--- config.mk ---
export PLATFORM = sky130hd
export DESIGN_NAME = cfg_serial_bank
export DESIGN_NICKNAME = d
export VERILOG_FILES = /design/src/rtl/cfg_pkg.sv /design/src/rtl/cfg_pin_sync.sv /design/src/rtl/cfg_shift.sv /design/src/rtl/cfg_latch_bank.sv /design/src/rtl/cfg_serial_bank.sv
export SDC_FILE = /design/constraint.sdc
export NUM_CORES = 1
export LEC_CHECK = 0
export BUFFER_PORTS_ARGS = -buffer_cell sky130_fd_sc_hd__buf_2
export CAP_MARGIN = 20
export CORE_ASPECT_RATIO = 1.5
export CORE_MARGIN = 3
export CORE_UTILIZATION = 40
export CTS_CLUSTER_SIZE = 28
export DETAILED_ROUTE_END_ITERATION = 10
export SLEW_MARGIN = 20
export SYNTH_ARGS = -nofsm -noshare
export SYNTH_HDL_FRONTEND = slang
export SYNTH_SLANG_ARGS = --single-unit
--- constraint.sdc ---
create_clock -name clk -period 3.6 [get_ports clk]
set_clock_uncertainty 0.15 [all_clocks]
set_input_delay 0.54 -clock clk [delete_from_list [all_inputs] [get_ports clk]]
set_output_delay 0.54 -clock clk [all_outputs]
set_load 0.005 [all_outputs]
--- src/rtl/cfg_pkg.sv ---
package cfg_pkg;
  localparam int WORD_W = 24;
  localparam int ADDR_W = 2;

  typedef enum logic [ADDR_W-1:0] {
    ADR_REF  = 2'd0,
    ADR_FB   = 2'd1,
    ADR_FN   = 2'd2,
    ADR_INIT = 2'd3
  } cfg_addr_e;
endpackage

--- src/rtl/cfg_pin_sync.sv ---
module cfg_pin_sync #(
  parameter int W      = 3,
  parameter int STAGES = 2
) (
  input  logic         clk,
  input  logic         rst_n,
  input  logic [W-1:0] pin_i,
  output logic [W-1:0] lvl_o,
  output logic [W-1:0] rise_o
);
  logic [W-1:0] stg_q [STAGES];
  logic [W-1:0] prev_q;

  always_ff @(posedge clk or negedge rst_n) begin
    if (!rst_n) stg_q[0] <= '0;
    else        stg_q[0] <= pin_i;
  end

  for (genvar s = 1; s < STAGES; s++) begin : g_stage
    always_ff @(posedge clk or negedge rst_n) begin
      if (!rst_n) stg_q[s] <= '0;
      else        stg_q[s] <= stg_q[s-1];
    end
  end

  always_ff @(posedge clk or negedge rst_n) begin
    if (!rst_n) prev_q <= '0;
    else        prev_q <= stg_q[STAGES-1];
  end

  assign lvl_o  = stg_q[STAGES-1];
  assign rise_o = stg_q[STAGES-1] & ~prev_q;
endmodule

--- src/rtl/cfg_shift.sv ---
module cfg_shift
  import cfg_pkg::*;
(
  input  logic              clk,
  input  logic              rst_n,
  input  logic              shift_en,
  input  logic              bit_i,
  output logic [WORD_W-1:0] word_o
);
  logic [WORD_W-1:0] sh_q, sh_d;

  always_comb begin
    sh_d = sh_q;
    if (shift_en) sh_d = {sh_q[WORD_W-2:0], bit_i};
  end

  always_ff @(posedge clk or negedge rst_n) begin
    if (!rst_n) sh_q <= '0;
    else        sh_q <= sh_d;
  end

  assign word_o = sh_q;

  p_hold_r1: assert property (@(posedge clk) disable iff (!rst_n)
    !shift_en |=> $stable(sh_q));
endmodule

--- src/rtl/cfg_latch_bank.sv ---
module cfg_latch_bank
  import cfg_pkg::*;
(
  input  logic              clk,
  input  logic              rst_n,
  input  logic              load_en,
  input  logic [WORD_W-1:0] word_i,
  output logic [13:0]       ref_div,
  output logic [1:0]        ref_abw,
  output logic [1:0]        ref_test,
  output logic              ref_lock_prec,
  output logic [12:0]       fb_div,
  output logic              fb_gain,
  output logic              fb_div_err,
  output logic [WORD_W-3:0] fn_cfg,
  output logic              cnt_rst_pulse
);
  localparam int REF_LO = 2,  REF_HI = 20;
  localparam int FB_LO  = 8,  FB_HI  = 21;
  localparam int FN_LO  = ADDR_W;

  cfg_addr_e addr;
  logic [REF_HI-REF_LO:0] ref_q, ref_d;
  logic [FB_HI-FB_LO:0]   fb_q, fb_d;
  logic [WORD_W-3:0]      fn_q, fn_d;
  logic err_q, err_d, armed_q, armed_d, pulse_q, pulse_d;

  assign addr = cfg_addr_e'(word_i[ADDR_W-1:0]);

  always_comb begin
    ref_d   = ref_q;
    fb_d    = fb_q;
    fn_d    = fn_q;
    err_d   = err_q;
    armed_d = armed_q;
    pulse_d = 1'b0;
    if (load_en) begin
      unique case (addr)
        ADR_REF: ref_d = word_i[REF_HI:REF_LO];
        ADR_FB: begin
          fb_d  = word_i[FB_HI:FB_LO];
          err_d = (word_i[FB_HI-1:FB_LO] == '0);
          if (armed_q) begin
            pulse_d = 1'b1;
            armed_d = 1'b0;
          end
        end
        ADR_FN: fn_d = word_i[WORD_W-1:FN_LO];
        ADR_INIT: begin
          fn_d    = word_i[WORD_W-1:FN_LO];
          pulse_d = 1'b1;
          armed_d = 1'b1;
        end
        default: ;
      endcase
    end
  end

  always_ff @(posedge clk or negedge rst_n) begin
    if (!rst_n) begin
      ref_q   <= '0;
      fb_q    <= '0;
      fn_q    <= '0;
      err_q   <= 1'b0;
      armed_q <= 1'b0;
      pulse_q <= 1'b0;
    end else begin
      ref_q   <= ref_d;
      fb_q    <= fb_d;
      fn_q    <= fn_d;
      err_q   <= err_d;
      armed_q <= armed_d;
      pulse_q <= pulse_d;
    end
  end

  assign ref_div       = ref_q[13:0];
  assign ref_abw       = ref_q[15:14];
  assign ref_test      = ref_q[17:16];
  assign ref_lock_prec = ref_q[18];
  assign fb_div        = fb_q[12:0];
  assign fb_gain       = fb_q[13];
  assign fb_div_err    = err_q;
  assign fn_cfg        = fn_q;
  assign cnt_rst_pulse = pulse_q;

  p_pulse_single_r5: assert property (@(posedge clk) disable iff (!rst_n)
    pulse_q |=> !pulse_q);
  p_pulse_cause_r6: assert property (@(posedge clk) disable iff (!rst_n)
    pulse_q |-> $past(load_en));
  p_ref_idle_r8: assert property (@(posedge clk) disable iff (!rst_n)
    !load_en |=> ($stable(ref_q) && $stable(fb_q) && $stable(fn_q)));
  p_err_zero_r7: assert property (@(posedge clk) disable iff (!rst_n)
    (load_en && addr == ADR_FB) |=> (fb_div_err == (fb_div == '0)));
endmodule

--- src/rtl/cfg_serial_bank.sv ---
module cfg_serial_bank
  import cfg_pkg::*;
(
  input  logic        clk,
  input  logic        rst_n,
  input  logic        ser_clk,
  input  logic        ser_data,
  input  logic        ser_le,
  output logic [13:0] ref_div,
  output logic [1:0]  ref_abw,
  output logic [1:0]  ref_test,
  output logic        ref_lock_prec,
  output logic [12:0] fb_div,
  output logic        fb_gain,
  output logic        fb_div_err,
  output logic [21:0] fn_cfg,
  output logic        cnt_hold,
  output logic        cnt_rst_pulse
);
  localparam int PIN_N = 3;

  logic [1:0] rst_sq;
  logic       rst_sn;
  logic [PIN_N-1:0] lvl, rise;
  logic [WORD_W-1:0] word;

  always_ff @(posedge clk or negedge rst_n) begin
    if (!rst_n) rst_sq <= '0;
    else        rst_sq <= {rst_sq[0], 1'b1};
  end
  assign rst_sn = rst_sq[1];

  cfg_pin_sync #(.W(PIN_N), .STAGES(2)) u_sync (
    .clk(clk), .rst_n(rst_sn),
    .pin_i({ser_le, ser_data, ser_clk}),
    .lvl_o(lvl), .rise_o(rise)
  );

  cfg_shift u_shift (
    .clk(clk), .rst_n(rst_sn),
    .shift_en(rise[0]), .bit_i(lvl[1]), .word_o(word)
  );

  cfg_latch_bank u_bank (
    .clk(clk), .rst_n(rst_sn),
    .load_en(rise[2]), .word_i(word),
    .ref_div(ref_div), .ref_abw(ref_abw), .ref_test(ref_test),
    .ref_lock_prec(ref_lock_prec), .fb_div(fb_div), .fb_gain(fb_gain),
    .fb_div_err(fb_div_err), .fn_cfg(fn_cfg), .cnt_rst_pulse(cnt_rst_pulse)
  );

  assign cnt_hold = fn_cfg[0];

  p_hold_tracks_r4: assert property (@(posedge clk) disable iff (!rst_sn)
    !rise[2] |=> $stable(cnt_hold));
endmodule

==> results of run 1 <==
[power by group through the flow]
stage | combinational [mW] | clock [mW] | sequential, mW
4_1_cts | 0.549 | 1.10 | 1.50
6_report | 0.533 | 1.07 | 1.49
5_1_grt | 0.596 | 1.14 | 1.53
3_3_place_gp | 0.533 | 0 | 1.51
2_1_floorplan | 0.301 | 0 | 1.48
3_5_place_dp | 0.545 | 0 | 1.51
[layout make-up]
| cell class | count | area [um2] |
|---|---|---|
| Multi-Input combinational cell | 94 | 1060 |
| Clock buffer | 12 | 246 |
| Clock inverter | 4 | 97.6 |
| Tap cell | 105 | 131 |
| Timing Repair Buffer | 70 | 375 |
| Fill cell | 687 | 3940 |
| Sequential cell | 92 | 2310 |
[Yosys cell counts]
master	n
dfrtp_1	92
mux2_2	58
mux2_1	13
mux2_4	9
buf_2	5
buf_4	3
nand3b_1	2
nor2_1	2
nor2b_1	2
nor3_1	2
a41o_1	1
buf_12	1
buf_6	1
conb_1	1
nor4_1	1
nor4b_2	1
nor4bb_1	1
or4_1	1
[sequential cells by signal (all words and copies together), names as in the netlist, 2 cells and up]
| name | count |
|---|---|
| u_bank.ref_q | 19 |
| u_bank.fb_q | 14 |
| u_shift.word_o | 24 |
| u_bank.fn_cfg | 22 |
| u_sync.prev_q | 2 |
| rst_sq | 2 |
| u_sync.lvl_o | 3 |
| u_sync.stg_q | 3 |
[critical path: cells and delay by family, from the launching register on]
kind / cells / cell delay, ns
buf+inv: 1 / 0.32
simple gates: 1 / 0.64
flops: 1 / 0.48
mux: 1 / 0.36
[per-layer routing]
metal  share of wire, %  wire length [um]  track usage, %
met1                 45              2660            17.7
met2                 47              2780            20.5
met3                6.1               361            4.46
met4                1.7               102            5.07
met5                  0                 0               0
[cell usage in the layout (no fill, tap or decap), types with 2 or more instances in the layout]
cell type / instances
dfrtp_1: 91
buf_2: 62
mux2_2: 58
mux2_1: 13
mux2_4: 9
clkbuf_16: 9
buf_4: 6
bufinv_16: 3
nand3b_1: 2
nor2_1: 2
nor3_1: 2
clkbuf_1: 2
dlygate4sd3_1: 2
[worst max-delay path by stage]
stage,from,endpoint,slack (ns),cells past startpoint
floorplan,rst_sq[1],u_bank.armed_q,0.70,0
global placement,u_shift.word_o[1],u_bank.ref_q[0],1.56,3
detailed placement,u_shift.word_o[1],u_bank.ref_q[1],1.52,3
CTS,u_shift.word_o[1],u_bank.ref_q[2],1.50,3
global route,u_shift.word_o[1],u_bank.ref_q[2],1.41,3
finish,u_shift.word_o[1],u_bank.ref_q[2],1.53,3
[kinds of logic after synthesis]
kind of cell	share of synthesized area, %
flip-flops	67.4
buffers and inverters	2.31
other	0.110
AND/OR/NAND/NOR	2.46
AO/OA/AOI/OAI	0.293
multiplexers	27.4
[through the flow]
| step | cells | utilization [%] | instance area, um2 | total power [mW] | hold WS (ns) |
|---|---|---|---|---|---|
| 6_report | 377 | 51.7 | 4220 | 3.09 | 0.154 |
| 5_1_grt | 377 | 51.7 | 4220 | 3.27 | 0.140 |
| 4_1_cts | 377 | 51.7 | 4220 | 3.14 | 0.144 |
| 3_5_place_dp | 359 | 47.2 | 3850 | 2.06 | -0.0728 |
| 3_3_place_gp | 359 | 47.2 | 3850 | 2.04 | -0.0726 |
| 2_1_floorplan | 196 | - | 3410 | 1.78 | 0.0944 |
[what timing repair did]
action                    4_1_cts  5_1_grt
hold endpoints to repair        3        0
resized for setup               0        0
hold buffers                    2        0
==> metrics.cfg, run 1 <==
[clocking]
cts_tree=done
clockBufferDepth=2
htreeDepth=3
cts_sinks=92
clock_insertion_delay_worst_skew_ns=0.34
cts_root_buffer=clkbuf_16
path_clk_slew_ns=0.06
cts_setup_buffers=0
cts-buffers-inserted=9

[setup_path]
required_ns=3.67
r2r_start=u_shift.word_o[1]
ff2ff_setup_slack_ns=1.53
r2r-end=u_bank.ref_q[2]
slowest_stage=nor4b_4
max_stage_delay_ns=0.64
path_cells=nor4b_4 > buf_4 > mux2_2
endpoint_kind=flop
start_kind=flop
cp_max_fo=11
worst-setup-path-type=flop to flop
reg2reg_depth=3
cp.arrival_ns=2.14

[sta]
worst_pin_slew_ns=0.649
period_needed_ns=2.07
rsz0062_at_grt=no
timing.slew.headroom_pct=56.6
period_share_pct=57.5
setup_tns_ns=0
setup_viol=0
slew_violations=0
fmax_mhz=483
layout_setup_ws_ns=1.53
hold_violations=0

[floorplan]
fp-row-count=40
fp.coreArea_mm2=0.00816
die_area_mm2=0.00970
io_pins=63
die_h_um=119
initial_core_util_pct=41.8
fp.dieW_um=81.4

[hold_path]
min-delay-start=ser_le
holdCritPathClass=input pin to flop
min_to=u_sync.stg_q[5]
hold_path_depth=1

[power_and_ir_drop]
seq_power_share_pct=48.2
pwr-share-comb_pct=17.2
switching_share_pct=24.8
power_leakage_nw=2.18
p_int_mw=2.33
netSwitchingPower_mw=0.767
p_clk_share_pct=34.5
vdd_ir_drop_max_v=0.000383
power_density_mw_per_mm2=734

[finish]
layout-drive-gt1-share_pct=56.3
antennaDiodeCount=0
final_nets=272
area_delta_synth_final_pct=23.5

[synth]
yosys_warnings=0
synth_seq_cells=92
syn-num-nets=201
synthTopCellsByArea=dfrtp_1, mux2_2, mux2_1
netlist_instances=196
synthDistinctLibCells=18
avgSynthCellArea_um2=17.4
synth.top_cell.area_share_pct=67.4
synth_area_leader_cell=dfrtp_1
netlist_area_mm2=0.00341
yosysSeqAreaShare_pct=67.4

[drt]
dr.first_iter.drc_count=91
vias_per_cell=4.87
drc=0
dr.pass1.iters=2
routedWlPerCell_um=15.7
dr_total_vias=1836
antenna_left=0
routed_wirelength_um=5910

[global_routing]
grt_pass1_wl_um=10000
grt_max_degree=50
grt_antenna_before_repair=0
overflow=0
grt_usage_pct=13.5
grt_pass1_vias=1929

[placed_design]
place.gp.congestion=0.704
place_hpwl_um=3860
numPortBuffers=62
pre_cts_ws_ns=1.52

[job]
cap_violations=0

[outcome]
outcome=completed

No activity file was read; power rests on OpenSTA's default activity.
==> run 2: changes to the inputs <==
==> constraint.sdc (replaced) <==
create_clock -name clk -period 2 [get_ports clk]
set_clock_uncertainty 0.15 [all_clocks]
set_input_delay 0.3 -clock clk [delete_from_list [all_inputs] [get_ports clk]]
set_output_delay 0.3 -clock clk [all_outputs]
set_load 0.005 [all_outputs]
==> metrics.cfg, run 2 (synthesis results as in run 1) <==
[setup_path]
endpoint_kind=flop
path_cells=nor4b_4 > buf_4 > mux2_1
cp.arrival_ns=1.73
r2r-end=u_bank.ref_q[10]
slowest_stage=dfrtp_1
required_ns=2.07
cp_max_fo=11
worst-setup-path-type=flop to flop
r2r_start=u_shift.word_o[1]
start_kind=flop
reg2reg_depth=3
cp_num_buf_inv=1
crit_family=flip-flops
ff2ff_setup_slack_ns=0.34
max_stage_delay_ns=0.48
cp-startpoint=u_shift.word_o[1]
path_depth=3
cp-endpoint=u_bank.ref_q[10]

[floorplan]
die_h_um=119
fp-row-count=40
initial_core_util_pct=41.8
die_area_mm2=0.00970
fp.coreArea_mm2=0.00816
io_pins=63
fp.dieW_um=81.4

[global_routing]
overflow=0
grt_pass1_vias=1939
grt_usage_pct=14.0
grt_pass1_wl_um=10100
grt_max_degree=53
grt_antenna_before_repair=0

[power_and_ir_drop]
vdd_ir_drop_max_v=0.000608
power_mw=5.28
power_leakage_nw=2.18
power_density_mw_per_mm2=1250

[sta]
holdWs_ns=0.0570
fmax_mhz=602
period_share_pct=83.0
hold_violations=0
setup_viol=0
period_needed_ns=1.66
setup_tns_ns=0
rsz0062_at_grt=no
slew_violations=0

[hold_path]
holdCritPathClass=flop to async pin

[finish]
final_nets=275
final-seq-area_mm2=0.00231
largest_register_ffs=24
fillers=693
multi_input_area_mm2=0.00106
area_delta_synth_final_pct=24.1
layout-drive-gt1-share_pct=55.6
final_cell_mix=dfrtp_1, buf_2, mux2_2
antennaDiodeCount=0
final_common_cell=dfrtp_1

[drt]
vias_per_cell=4.84
dr.first_iter.drc_count=63
routed_wirelength_um=5890
routedWlPerCell_um=15.5
drc=0
dr.pass1.iters=2
dr_total_vias=1838
antenna_left=0

[clocking]
cts-buffers-inserted=9
cts-resized-gates=0
cts_tree=done
htreeDepth=3
clock_insertion_delay_worst_skew_ns=0.34
cts_sinks=92
path_clk_slew_ns=0.06
cts_root_buffer=clkbuf_16
clockBufferDepth=2
cts_setup_buffers=0

[placed_design]
place.gp.congestion=0.697
numPortBuffers=62
place_hpwl_um=3960

[outcome]
outcome=completed

[job]
cap_violations=0

[run 2: cell count changes in the layout (fill, tap and decap cells not counted)]
cell / before / now
buf_12: 0 / 4
buf_4: 6 / 3
bufinv_16: 3 / 1
dlygate4sd3_1: 2 / 4
clkbuf_1: 2 / 3
clkbuf_8: 1 / 0
clkinv_2: 0 / 1
clkinvlp_4: 1 / 2
[run 2: worst min path at each step]
stage | end | cells after the start
after floorplan | rst_sq[0] | 0
after global placement | rst_sq[0] | 1
after detailed placement | rst_sq[0] | 1
after CTS | u_bank.ref_q[0] | 0
after global routing | u_sync.lvl_o[0] | 0
final | u_sync.stg_q[5] | 0
[run 2: final cells by class]
cell class / count / share of cell area [%]
clock buffers: 12 / 5.58
clock inverters: 4 / 1.18
multi-input cells: 94 / 25.0
flip-flops and latches: 92 / 54.4
well taps: 105 / 3.10
repair buffers: 73 / 10.7
[run 2: per-stage QoR]
step           utilization [%]  setup slack [ns]  instances  instance area, um2
2_1_floorplan                -             0.300        196                3410
3_3_place_gp              47.9             0.351        360                3910
3_5_place_dp              47.9             0.323        360                3910
4_1_cts                   51.9             0.316        380                4240
5_1_grt                   51.9             0.232        380                4240
6_report                  51.9             0.339        380                4240
[run 2: power breakdown]
| part | switching [mW] | internal, mW |
|---|---|---|
| Sequential | 0.350 | 2.32 |
| Clock | 0.669 | 0.967 |
| Combinational | 0.349 | 0.626 |
[run 2: routing by layer]
metal	GRT usage, %	routed length (um)	vias to the layer above
li1	-	-	844
met1	17.4	2550	940
met2	21.3	2880	45
met3	5.82	352	9
met4	6.03	115	0
met5	0	0	-
[run 2: what timing repair did]
action                                 in CTS  in global routing
setup endpoints to repair                   0                  0
endpoints found under the hold margin       5                  0
hold buffers                                4                  0
==> run 3: changes to the inputs <==
==> constraint.sdc (replaced) <==
create_clock -name clk -period 1.3 [get_ports clk]
set_clock_uncertainty 0.15 [all_clocks]
set_input_delay 0.195 -clock clk [delete_from_list [all_inputs] [get_ports clk]]
set_output_delay 0.195 -clock clk [all_outputs]
set_load 0.005 [all_outputs]
==> metrics.cfg, run 3 (synthesis results as in run 1) <==
[outcome]
outcome=complete, but fails checks
violations=negative setup slack

[power_and_ir_drop]
vdd_ir_drop_max_v=0.00124
seq_power_share_pct=45.1
p_clk_share_pct=33.1
power_leakage_nw=2.39
power_density_mw_per_mm2=1970
pwr-share-comb_pct=21.8
switching_share_pct=24.4
netSwitchingPower_mw=2.22
p_int_mw=6.85

[finish]
layout-drive-gt1-share_pct=63.1
antennaDiodeCount=0
area_delta_synth_final_pct=35.2
final_common_cell=dfrtp_1
post-route-util_pct=56.5
final_nets=290
instances_no_fill=395
largest_register_ffs=24
final_cell_mix=dfrtp_1, buf_2, mux2_4

[drt]
routed_wirelength_um=6490
antenna_left=0
dr.pass1.iters=3
dr.first_iter.drc_count=69
drc=0
wl_met3_um=341
dr_total_vias=1902
vias_per_cell=4.82
routedWlPerCell_um=16.4
met2_length_um=3370
met1Wirelength_um=2630
top_layer=met4

[sta]
setup_viol=80
hold_violations=0
layout_setup_ws_ns=-0.331
fmax_mhz=613
rsz0062_at_grt=yes
period_needed_ns=1.63
slew_violations=0
holdWs_ns=0.0120
setup_tns_ns=-14.53
period_share_pct=125

[setup_path]
max_stage_delay_ns=0.45
r2r_start=u_sync.prev_q[2]
reg2reg_depth=3
worst-setup-path-type=flop to flop
required_ns=1.37
cp.arrival_ns=1.70
cp_num_buf_inv=1
ff2ff_setup_slack_ns=-0.33
r2r-end=u_bank.ref_q[10]
path_cells=nor4b_4 > buf_6 > mux2_1
start_kind=flop
cp_max_fo=12
slowest_stage=dfrtp_2
crit_family=flip-flops
cp-startpoint=u_sync.prev_q[2]
endpoint_kind=flop

[clocking]
path_clk_slew_ns=0.06
cts-buffers-inserted=9
cts_tree=done
htreeDepth=3
cts_sinks=92
cts_root_buffer=clkbuf_16
clock_insertion_delay_worst_skew_ns=0.34
clockBufferDepth=2

[global_routing]
grt_usage_pct=15.3
grt_pass1_wl_um=11000
grt_pass1_vias=2068
grt_antenna_before_repair=0
overflow=0
grt_max_degree=35

[placed_design]
dp_cells=372
numPortBuffers=62
place.gp.congestion=0.712
place_hpwl_um=4380

[hold_path]
holdCritPathClass=flop to async pin

[floorplan]
fp-row-count=40
die_area_mm2=0.00970
io_pins=63
fp.coreArea_mm2=0.00816
initial_core_util_pct=41.8
fp.dieW_um=81.4
die_h_um=119

[job]
cap_violations=0

-- run 3: cell types whose count changed in the layout (fill, tap and decap cells not counted), moves of 3 or more --
cell	before	now
buf_4	3	8
buf_6	0	10
dfrtp_1	91	88
dfrtp_2	0	3
mux2_1	13	3
mux2_2	58	27
mux2_4	9	50
-- run 3: final cells by class --
class	count	area (um2)
clock inverters	4	95.1
well taps	105	131
flip-flops and latches	92	2310
fillers	644	3540
multi-input cells	94	1220
clock buffers	12	256
repair buffers	88	603
-- run 3: what timing repair did --
item                       4_1_cts  5_1_grt
hold buffers                     4        0
gates resized for setup         31        2
pin swaps                        0        1
buffers inserted                 4        0
cloned                           1        0
setup endpoints to repair       80       80
hold endpoints to repair         5        0
-- run 3: per-stage QoR --
step,total power [mW],setup slack (ns),area [um2]
final,9.07,-0.331,4610
after floorplan,5.13,-0.285,3540
after CTS,9.21,-0.326,4650
after detailed placement,6.03,-0.334,4090
after global routing,9.57,-0.367,4610
after global placement,5.97,-0.312,4090
-- run 3: worst max-delay path by stage --
stage	end	cells past startpoint
finish	u_bank.ref_q[10]	3
global route	u_bank.ref_q[4]	3
CTS	u_bank.ref_q[10]	3
detailed placement	u_bank.ref_q[5]	3
global placement	u_bank.ref_q[3]	3
floorplan	u_bank.ref_q[10]	4
-- run 3: power groups by stage --
stage	Combinational (mW)	Sequential (mW)	Clock (mW)
finish	1.98	4.09	3.00
global placement	1.85	4.13	0
floorplan	1.01	4.12	0
detailed placement	1.89	4.14	0
CTS	2.03	4.11	3.08
global route	2.15	4.22	3.19
-- run 3: per-layer routing --
metal | track usage [%] | up-vias
met5 | 0 | -
met4 | 7.29 | 0
met3 | 5.07 | 9
met2 | 24.4 | 41
met1 | 18.4 | 984
li1 | - | 868
